==> config.mk <==
export PLATFORM = sky130hd
export DESIGN_NAME = xfer_evt_ctrl
export DESIGN_NICKNAME = d
export VERILOG_FILES = /design/src/rtl/xfer_evt_pkg.sv /design/src/rtl/xfer_sticky_flag.sv /design/src/rtl/xfer_down_counter.sv /design/src/rtl/xfer_enable_guard.sv /design/src/rtl/xfer_evt_ctrl.sv
export SDC_FILE = /design/constraint.sdc
export NUM_CORES = 1
export LEC_CHECK = 0
export BUFFER_PORTS_ARGS = -buffer_cell sky130_fd_sc_hd__clkbuf_2
export CAP_MARGIN = 30
export CORE_MARGIN = 1
export CORE_UTILIZATION = 40
export CTS_CLUSTER_DIAMETER = 80
export DETAILED_ROUTE_END_ITERATION = 8
export PLACE_DENSITY = 0.67
export SYNTH_ARGS = -nofsm -noshare
export SYNTH_HDL_FRONTEND = slang
export SYNTH_SLANG_ARGS = --single-unit
==> constraint.sdc <==
create_clock -name clk -period 2.2 [get_ports clk]
set_input_delay 0.44 -clock clk [delete_from_list [all_inputs] [get_ports clk]]
set_output_delay 0.44 -clock clk [all_outputs]
set_load 0.005 [all_outputs]
==> src/rtl/xfer_evt_pkg.sv <==
package xfer_evt_pkg;

  localparam int FL_EOT   = 0;
  localparam int FL_TXTF  = 1;
  localparam int FL_UDR   = 2;
  localparam int FL_OVR   = 3;
  localparam int FL_CRCE  = 4;
  localparam int FL_TIFRE = 5;
  localparam int FL_MODF  = 6;
  localparam int FL_SUSP  = 7;
  localparam int FL_TXC   = 8;

  localparam int NUM_FLAGS  = 9;
  localparam int NUM_STICKY = 8;
  localparam int NUM_IE     = 7;

  // flags that also drop when the peripheral is re-enabled
  function automatic bit f_clr_on_reen(input int idx);
    return (idx == FL_EOT) || (idx == FL_UDR) || (idx == FL_OVR) || (idx == FL_CRCE);
  endfunction

  // sticky flag update: a set beats a clear in the same cycle
  function automatic logic f_sticky_next(input logic cur, input logic set_ev, input logic clr_ev);
    if (set_ev)      return 1'b1;
    else if (clr_ev) return 1'b0;
    else             return cur;
  endfunction

  // count-down update that saturates at zero
  function automatic logic [15:0] f_count_next(input logic [15:0] cur, input logic load,
                                               input logic [15:0] load_val, input logic step);
    if (load)                     return load_val;
    else if (step && cur != '0)   return cur - 16'd1;
    else                          return cur;
  endfunction

  // interrupt combine: enable 0 covers the end-of-transfer group
  function automatic logic f_irq(input logic [NUM_FLAGS-1:0] fl, input logic [NUM_IE-1:0] ie);
    logic acc;
    acc = (fl[FL_EOT] | fl[FL_SUSP] | fl[FL_TXC]) & ie[0];
    for (int k = 1; k < NUM_IE; k++) acc = acc | (fl[k] & ie[k]);
    return acc;
  endfunction

endpackage

==> src/rtl/xfer_sticky_flag.sv <==
module xfer_sticky_flag #(
  parameter bit CLR_ON_REEN = 1'b0
) (
  input  logic clk,
  input  logic rst_n,
  input  logic set_ev,
  input  logic w1c,
  input  logic reen,
  output logic q
);
  import xfer_evt_pkg::*;

  logic clr_ev;
  assign clr_ev = w1c | (CLR_ON_REEN & reen);

  always_ff @(posedge clk or negedge rst_n) begin
    if (!rst_n) q <= 1'b0;
    else        q <= f_sticky_next(q, set_ev, clr_ev);
  end
endmodule

==> src/rtl/xfer_down_counter.sv <==
module xfer_down_counter #(
  parameter int CNT_W = 16
) (
  input  logic             clk,
  input  logic             rst_n,
  input  logic             load,
  input  logic [CNT_W-1:0] load_val,
  input  logic             step,
  output logic [CNT_W-1:0] count
);
  import xfer_evt_pkg::*;

  localparam logic [CNT_W-1:0] ONE = CNT_W'(1);

  logic [CNT_W-1:0] nxt;

  generate
    if (CNT_W == 16) begin : g_pkg_math
      assign nxt = f_count_next(count, load, load_val, step);
    end else begin : g_local_math
      assign nxt = load ? load_val : ((step && count != '0) ? count - ONE : count);
    end
  endgenerate

  always_ff @(posedge clk or negedge rst_n) begin
    if (!rst_n) count <= '0;
    else        count <= nxt;
  end
endmodule

==> src/rtl/xfer_enable_guard.sv <==
module xfer_enable_guard (
  input  logic clk,
  input  logic rst_n,
  input  logic en_wr,
  input  logic en_wdata,
  input  logic iolock_wr,
  input  logic iolock_wdata,
  input  logic modf_set_ev,
  input  logic modf_q,
  output logic en_q,
  output logic iolock_q,
  output logic en_rise_ev
);
  logic en_next;
  logic lock_next;

  always_comb begin
    en_next = en_q;
    if (modf_set_ev)  en_next = 1'b0;
    else if (en_wr)   en_next = en_wdata & ~modf_q;
  end

  always_comb begin
    lock_next = iolock_q;
    if (modf_set_ev)    lock_next = 1'b0;
    else if (iolock_wr) lock_next = iolock_wdata;
  end

  assign en_rise_ev = ~en_q & en_next;

  always_ff @(posedge clk or negedge rst_n) begin
    if (!rst_n) begin
      en_q     <= 1'b0;
      iolock_q <= 1'b0;
    end else begin
      en_q     <= en_next;
      iolock_q <= lock_next;
    end
  end
endmodule

==> src/rtl/xfer_evt_ctrl.sv <==
module xfer_evt_ctrl
  import xfer_evt_pkg::*;
#(
  parameter int CNT_W = 16
) (
  input  logic                  clk,
  input  logic                  rst_n,
  input  logic [CNT_W-1:0]      cfg_size,
  input  logic                  cfg_crc_en,
  input  logic                  cfg_master,
  input  logic                  cfg_auto_susp_rx,
  input  logic                  en_wr,
  input  logic                  en_wdata,
  input  logic                  iolock_wr,
  input  logic                  iolock_wdata,
  input  logic                  frame_done,
  input  logic                  crc_frame_done,
  input  logic                  frame_pushed,
  input  logic                  err_udr,
  input  logic                  err_ovr,
  input  logic                  err_crc,
  input  logic                  err_tifre,
  input  logic                  err_modf,
  input  logic                  susp_req,
  input  logic                  rxfifo_full,
  input  logic                  txfifo_empty,
  input  logic                  bus_idle,
  input  logic [NUM_STICKY-1:0] clr_w1c,
  input  logic [NUM_IE-1:0]     irq_en,
  output logic [NUM_FLAGS-1:0]  status_flags,
  output logic [CNT_W-1:0]      remaining,
  output logic                  periph_en,
  output logic                  iolock,
  output logic                  ie_autoclr,
  output logic                  irq
);
  localparam logic [CNT_W-1:0] ONE = CNT_W'(1);

  // named internal events, visible to the checker
  logic                  en_rise_ev;
  logic                  rx_last_ev;
  logic                  eot_set_ev;
  logic                  txtf_set_ev;
  logic                  susp_set_ev;
  logic                  modf_set_ev;
  logic [NUM_STICKY-1:0] flag_set;
  logic [NUM_STICKY-1:0] flag_q;
  logic [CNT_W-1:0]      tx_left;
  logic                  crc_wait;
  logic                  susp_pend;
  logic                  eot_next;
  logic                  txc_q;

  xfer_enable_guard u_en (
    .clk          (clk),
    .rst_n        (rst_n),
    .en_wr        (en_wr),
    .en_wdata     (en_wdata),
    .iolock_wr    (iolock_wr),
    .iolock_wdata (iolock_wdata),
    .modf_set_ev  (modf_set_ev),
    .modf_q       (flag_q[FL_MODF]),
    .en_q         (periph_en),
    .iolock_q     (iolock),
    .en_rise_ev   (en_rise_ev)
  );

  xfer_down_counter #(.CNT_W(CNT_W)) u_rx_cnt (
    .clk      (clk),
    .rst_n    (rst_n),
    .load     (~periph_en),
    .load_val (cfg_size),
    .step     (frame_done),
    .count    (remaining)
  );

  xfer_down_counter #(.CNT_W(CNT_W)) u_tx_cnt (
    .clk      (clk),
    .rst_n    (rst_n),
    .load     (~periph_en),
    .load_val (cfg_size),
    .step     (frame_pushed),
    .count    (tx_left)
  );

  assign rx_last_ev  = periph_en & frame_done & (remaining == ONE);
  assign eot_set_ev  = periph_en & ((rx_last_ev & ~cfg_crc_en) | (crc_wait & crc_frame_done));
  assign txtf_set_ev = periph_en & frame_pushed & (tx_left == ONE);
  assign susp_set_ev = cfg_master & ((susp_pend & frame_done) | (cfg_auto_susp_rx & rxfifo_full));
  assign modf_set_ev = err_modf;

  always_comb begin
    flag_set           = '0;
    flag_set[FL_EOT]   = eot_set_ev;
    flag_set[FL_TXTF]  = txtf_set_ev;
    flag_set[FL_UDR]   = err_udr & ~cfg_master;
    flag_set[FL_OVR]   = err_ovr;
    flag_set[FL_CRCE]  = err_crc;
    flag_set[FL_TIFRE] = err_tifre;
    flag_set[FL_MODF]  = modf_set_ev;
    flag_set[FL_SUSP]  = susp_set_ev;
  end

  generate
    for (genvar g = 0; g < NUM_STICKY; g++) begin : g_flag
      xfer_sticky_flag #(.CLR_ON_REEN(f_clr_on_reen(g))) u_flag (
        .clk    (clk),
        .rst_n  (rst_n),
        .set_ev (flag_set[g]),
        .w1c    (clr_w1c[g]),
        .reen   (en_rise_ev),
        .q      (flag_q[g])
      );
    end
  endgenerate

  // CRC tail tracking and suspend request latch
  always_ff @(posedge clk or negedge rst_n) begin
    if (!rst_n) begin
      crc_wait  <= 1'b0;
      susp_pend <= 1'b0;
    end else begin
      if (!periph_en)                    crc_wait <= 1'b0;
      else if (rx_last_ev && cfg_crc_en) crc_wait <= 1'b1;
      else if (crc_frame_done)           crc_wait <= 1'b0;

      if (susp_set_ev)                   susp_pend <= 1'b0;
      else if (susp_req && cfg_master)   susp_pend <= 1'b1;
    end
  end

  // transmission complete: forced while off, level when unsized, else copies EOT
  assign eot_next = f_sticky_next(flag_q[FL_EOT], eot_set_ev,
                                  clr_w1c[FL_EOT] | en_rise_ev);

  always_ff @(posedge clk or negedge rst_n) begin
    if (!rst_n)               txc_q <= 1'b1;
    else if (!periph_en)      txc_q <= 1'b1;
    else if (cfg_size == '0)  txc_q <= txfifo_empty & bus_idle;
    else                      txc_q <= eot_next;
  end

  always_ff @(posedge clk or negedge rst_n) begin
    if (!rst_n) ie_autoclr <= 1'b0;
    else        ie_autoclr <= txtf_set_ev;
  end

  assign status_flags = {txc_q, flag_q};
  assign irq          = f_irq(status_flags, irq_en);

endmodule

==> out/results.ini <==
[yosys]
syn_nets=339
ys_types=43
syn_avg_cell_area_um2=9.257
synth_warnings=0
synth_edf_count=0
ys_seq_area_share_pct=44.30
async_reset_ff_share_pct=100.0
synth_area_um2=2601
synthFlopType=dfrtp_1
synth_cells=281
synth_seq_cells=46

[placed_design]
dpl.hpwl_um=5082
place_congestion=0.9192
place_ws_ns=0.006370
io_buffers=80

[run_status]
status=completed

[grt]
grt_pass1_vias=2227
antenna_found_initial=0
grt-ovfl-total=0
track_usage_pct=20.40
grt_pass1_wl_um=10320
grt_max_degree=47

[pwr]
p_per_area_nw_per_um2=559.0
worst_ir_drop_vdd_mv=0.3644
p_leak_nw=1.515
finalPower_mw=1.848

[clocking]
htree_levels=2
clockBufferDepth=2
cts_sinks=46
cts_setup_buffers=0
path_clk_slew_ns=0.09
root_buffer=clkbuf_8
numCtsBuffers=5
cts_tree=yes
clk_latency_ns=0.30

[route]
viasPerCell=5.302
drtAntennaViolNets=0
routed_wl_um=6539
drt_iter0_drc=134
route.detailed.drc=0
vias=2402
first_pass_iters=4
wl_per_cell_um=14.43

[setup_path]
cp.arrival_ns=2.39
critPathLaunchType=register
regToRegEndpoint=txc_q$_DFF_PN1_
reg2reg_slack_ns=0.05
critPathKind=register to register
worstPathMaxFanout=4
r2r_cells=5
cp-end-kind=register
critical_path_required_ns=2.45
worst_r2r_startpoint=u_rx_cnt.count[5]$_DFFE_PN0P_

[sta]
fin_ws_ns=0.05468
timing.final.crit_share_pct=97.51
fmax_mhz=466.1
worst_slew_pin_slew_ns=0.5917
finClkSkew_ns=0.007055
setup_viol=0
worst_hold_slack_ns=0.2099
hold_viol=0
slew_viol_final=0
rsz0062_at_grt=true
fin_crit_ns=2.145
relSlewSlack_pct=60.55

[cells_and_area]
final_cell_mix=clkbuf_2, dfrtp_1, a21oi_1
final_common_cell=clkbuf_2
area_growth_pct=27.13
nNetsFinal=433
final_layout_size_suffix_gt1_share_pct=33.51
fin_util_pct=52.38
antenna_cells=0

[min_path]
hold_path.class=input port to asynchronous set/reset pin

[floorplan]
core_um2=6314
io_pins=81
die_area_um2=6829
start_util_pct=41.20
die_h_um=82.64
num_rows=29
die_x_um=82.64

[run]
max_cap_violations=0

[worst max path at each step]
stage / startpoint / endpoint / slack [ns] / cells after the start
after global placement: u_rx_cnt.count[5]$_DFFE_PN0P_ / u_rx_cnt.count[14]$_DFFE_PN0P_ / 0.09 / 4
after floorplan: u_rx_cnt.count[5]$_DFFE_PN0P_ / u_rx_cnt.count[14]$_DFFE_PN0P_ / 0.02 / 4
after CTS: u_rx_cnt.count[14]$_DFFE_PN0P_ / txc_q$_DFF_PN1_ / 0.04 / 5
final: u_rx_cnt.count[5]$_DFFE_PN0P_ / txc_q$_DFF_PN1_ / 0.05 / 5
after global routing: u_rx_cnt.count[5]$_DFFE_PN0P_ / txc_q$_DFF_PN1_ / -0.02 / 5
after detailed placement: u_rx_cnt.count[0]$_DFFE_PN0P_ / u_rx_cnt.count[4]$_DFFE_PN0P_ / 0.006 / 8
[cell type report]
class | count | area [um2]
Multi-Input combinational cell | 200 | 1304
Timing Repair Buffer | 106 | 599.3
Clock buffer | 6 | 82.58
Inverter | 16 | 60.06
Sequential cell | 46 | 1152
Fill cell | 594 | 3007
Tap cell | 77 | 96.34
Clock inverter | 2 | 12.51
[synthesized netlist by cell type, types with 2 or more instances]
library cell | count | area, um2
nor4b_1 | 4 | 35.03
nand2_1 | 13 | 48.80
ha_1 | 6 | 75.07
clkbuf_1 | 9 | 33.78
nor4_1 | 18 | 112.6
buf_4 | 9 | 67.56
a21oi_1 | 31 | 155.2
a31o_2 | 2 | 17.52
a31oi_1 | 5 | 31.28
dfrtp_1 | 45 | 1126
a21o_1 | 4 | 30.03
nor2b_1 | 3 | 18.77
a22oi_1 | 2 | 15.01
nor3_1 | 9 | 45.04
xor2_1 | 2 | 17.52
or3_1 | 7 | 43.79
nor2_1 | 30 | 112.6
mux2i_1 | 3 | 30.03
xnor2_1 | 20 | 175.2
nor3b_1 | 2 | 15.01
o21ai_0 | 5 | 25.02
or4_1 | 6 | 45.04
inv_1 | 16 | 60.06
nand3_1 | 8 | 40.04
nand4_1 | 3 | 18.77
or4_4 | 2 | 22.52
[sequential cells by signal, indices dropped and copies added (netlist names)]
| name | cells |
|---|---|
| u_en.en_q | 1 |
| crc_wait | 1 |
| susp_pend | 1 |
| u_tx_cnt.count | 16 |
| g_flag.u_flag.q | 8 |
| ie_autoclr | 1 |
| txc_q | 1 |
| u_rx_cnt.count | 16 |
| u_en.iolock_q | 1 |
[worst max-delay path, stage by stage, from the launching register on]
cell     delay, ns
dfrtp_1       0.38
or4_4         0.55
or3_1         0.39
or4_4         0.46
o21ai_4       0.18
a21o_1        0.14
[repair_timing]
action | CTS | global route
endpoints found under the setup margin | 2 | 5
gates resized for setup | 1 | 4
pin swaps | 0 | 1
hold buffers | 0 | 0
[report_power, final]
part           switching [mW]  internal (mW)
Clock                   0.293          0.253
Combinational           0.174          0.168
Sequential             0.0579          0.903
Total                   0.524           1.32
[per-stage QoR]
stage,TNS (ns),instance area (um2),cells
after CTS,0,3286,453
after detailed placement,0,3187,445
final,0,3307,453
after global routing,-0.01719,3307,453
after global placement,0,3187,445
after floorplan,0,2608,281
[per-layer routing]
metal,wire (um),up-vias,GRT usage [%],share of wire (%)
met5,0,-,0,0
met3,418,14,4.286,6.4
met4,120,0,6.552,1.8
li1,-,1199,-,-
met2,2970,80,32.62,45
met1,3030,1109,27.40,46
[kinds of logic after synthesis]
family / after synthesis / share of synthesized area, %
AO/OA/AOI/OAI: 59 / 14.53
XOR/XNOR: 22 / 7.408
adder cells (fa/ha/maj): 6 / 2.886
buffers and inverters: 35 / 6.397
flip-flops: 46 / 44.30
multiplexers: 4 / 1.587
AND/OR/NAND/NOR: 109 / 22.90
No activity file was read; power rests on OpenSTA's default activity.
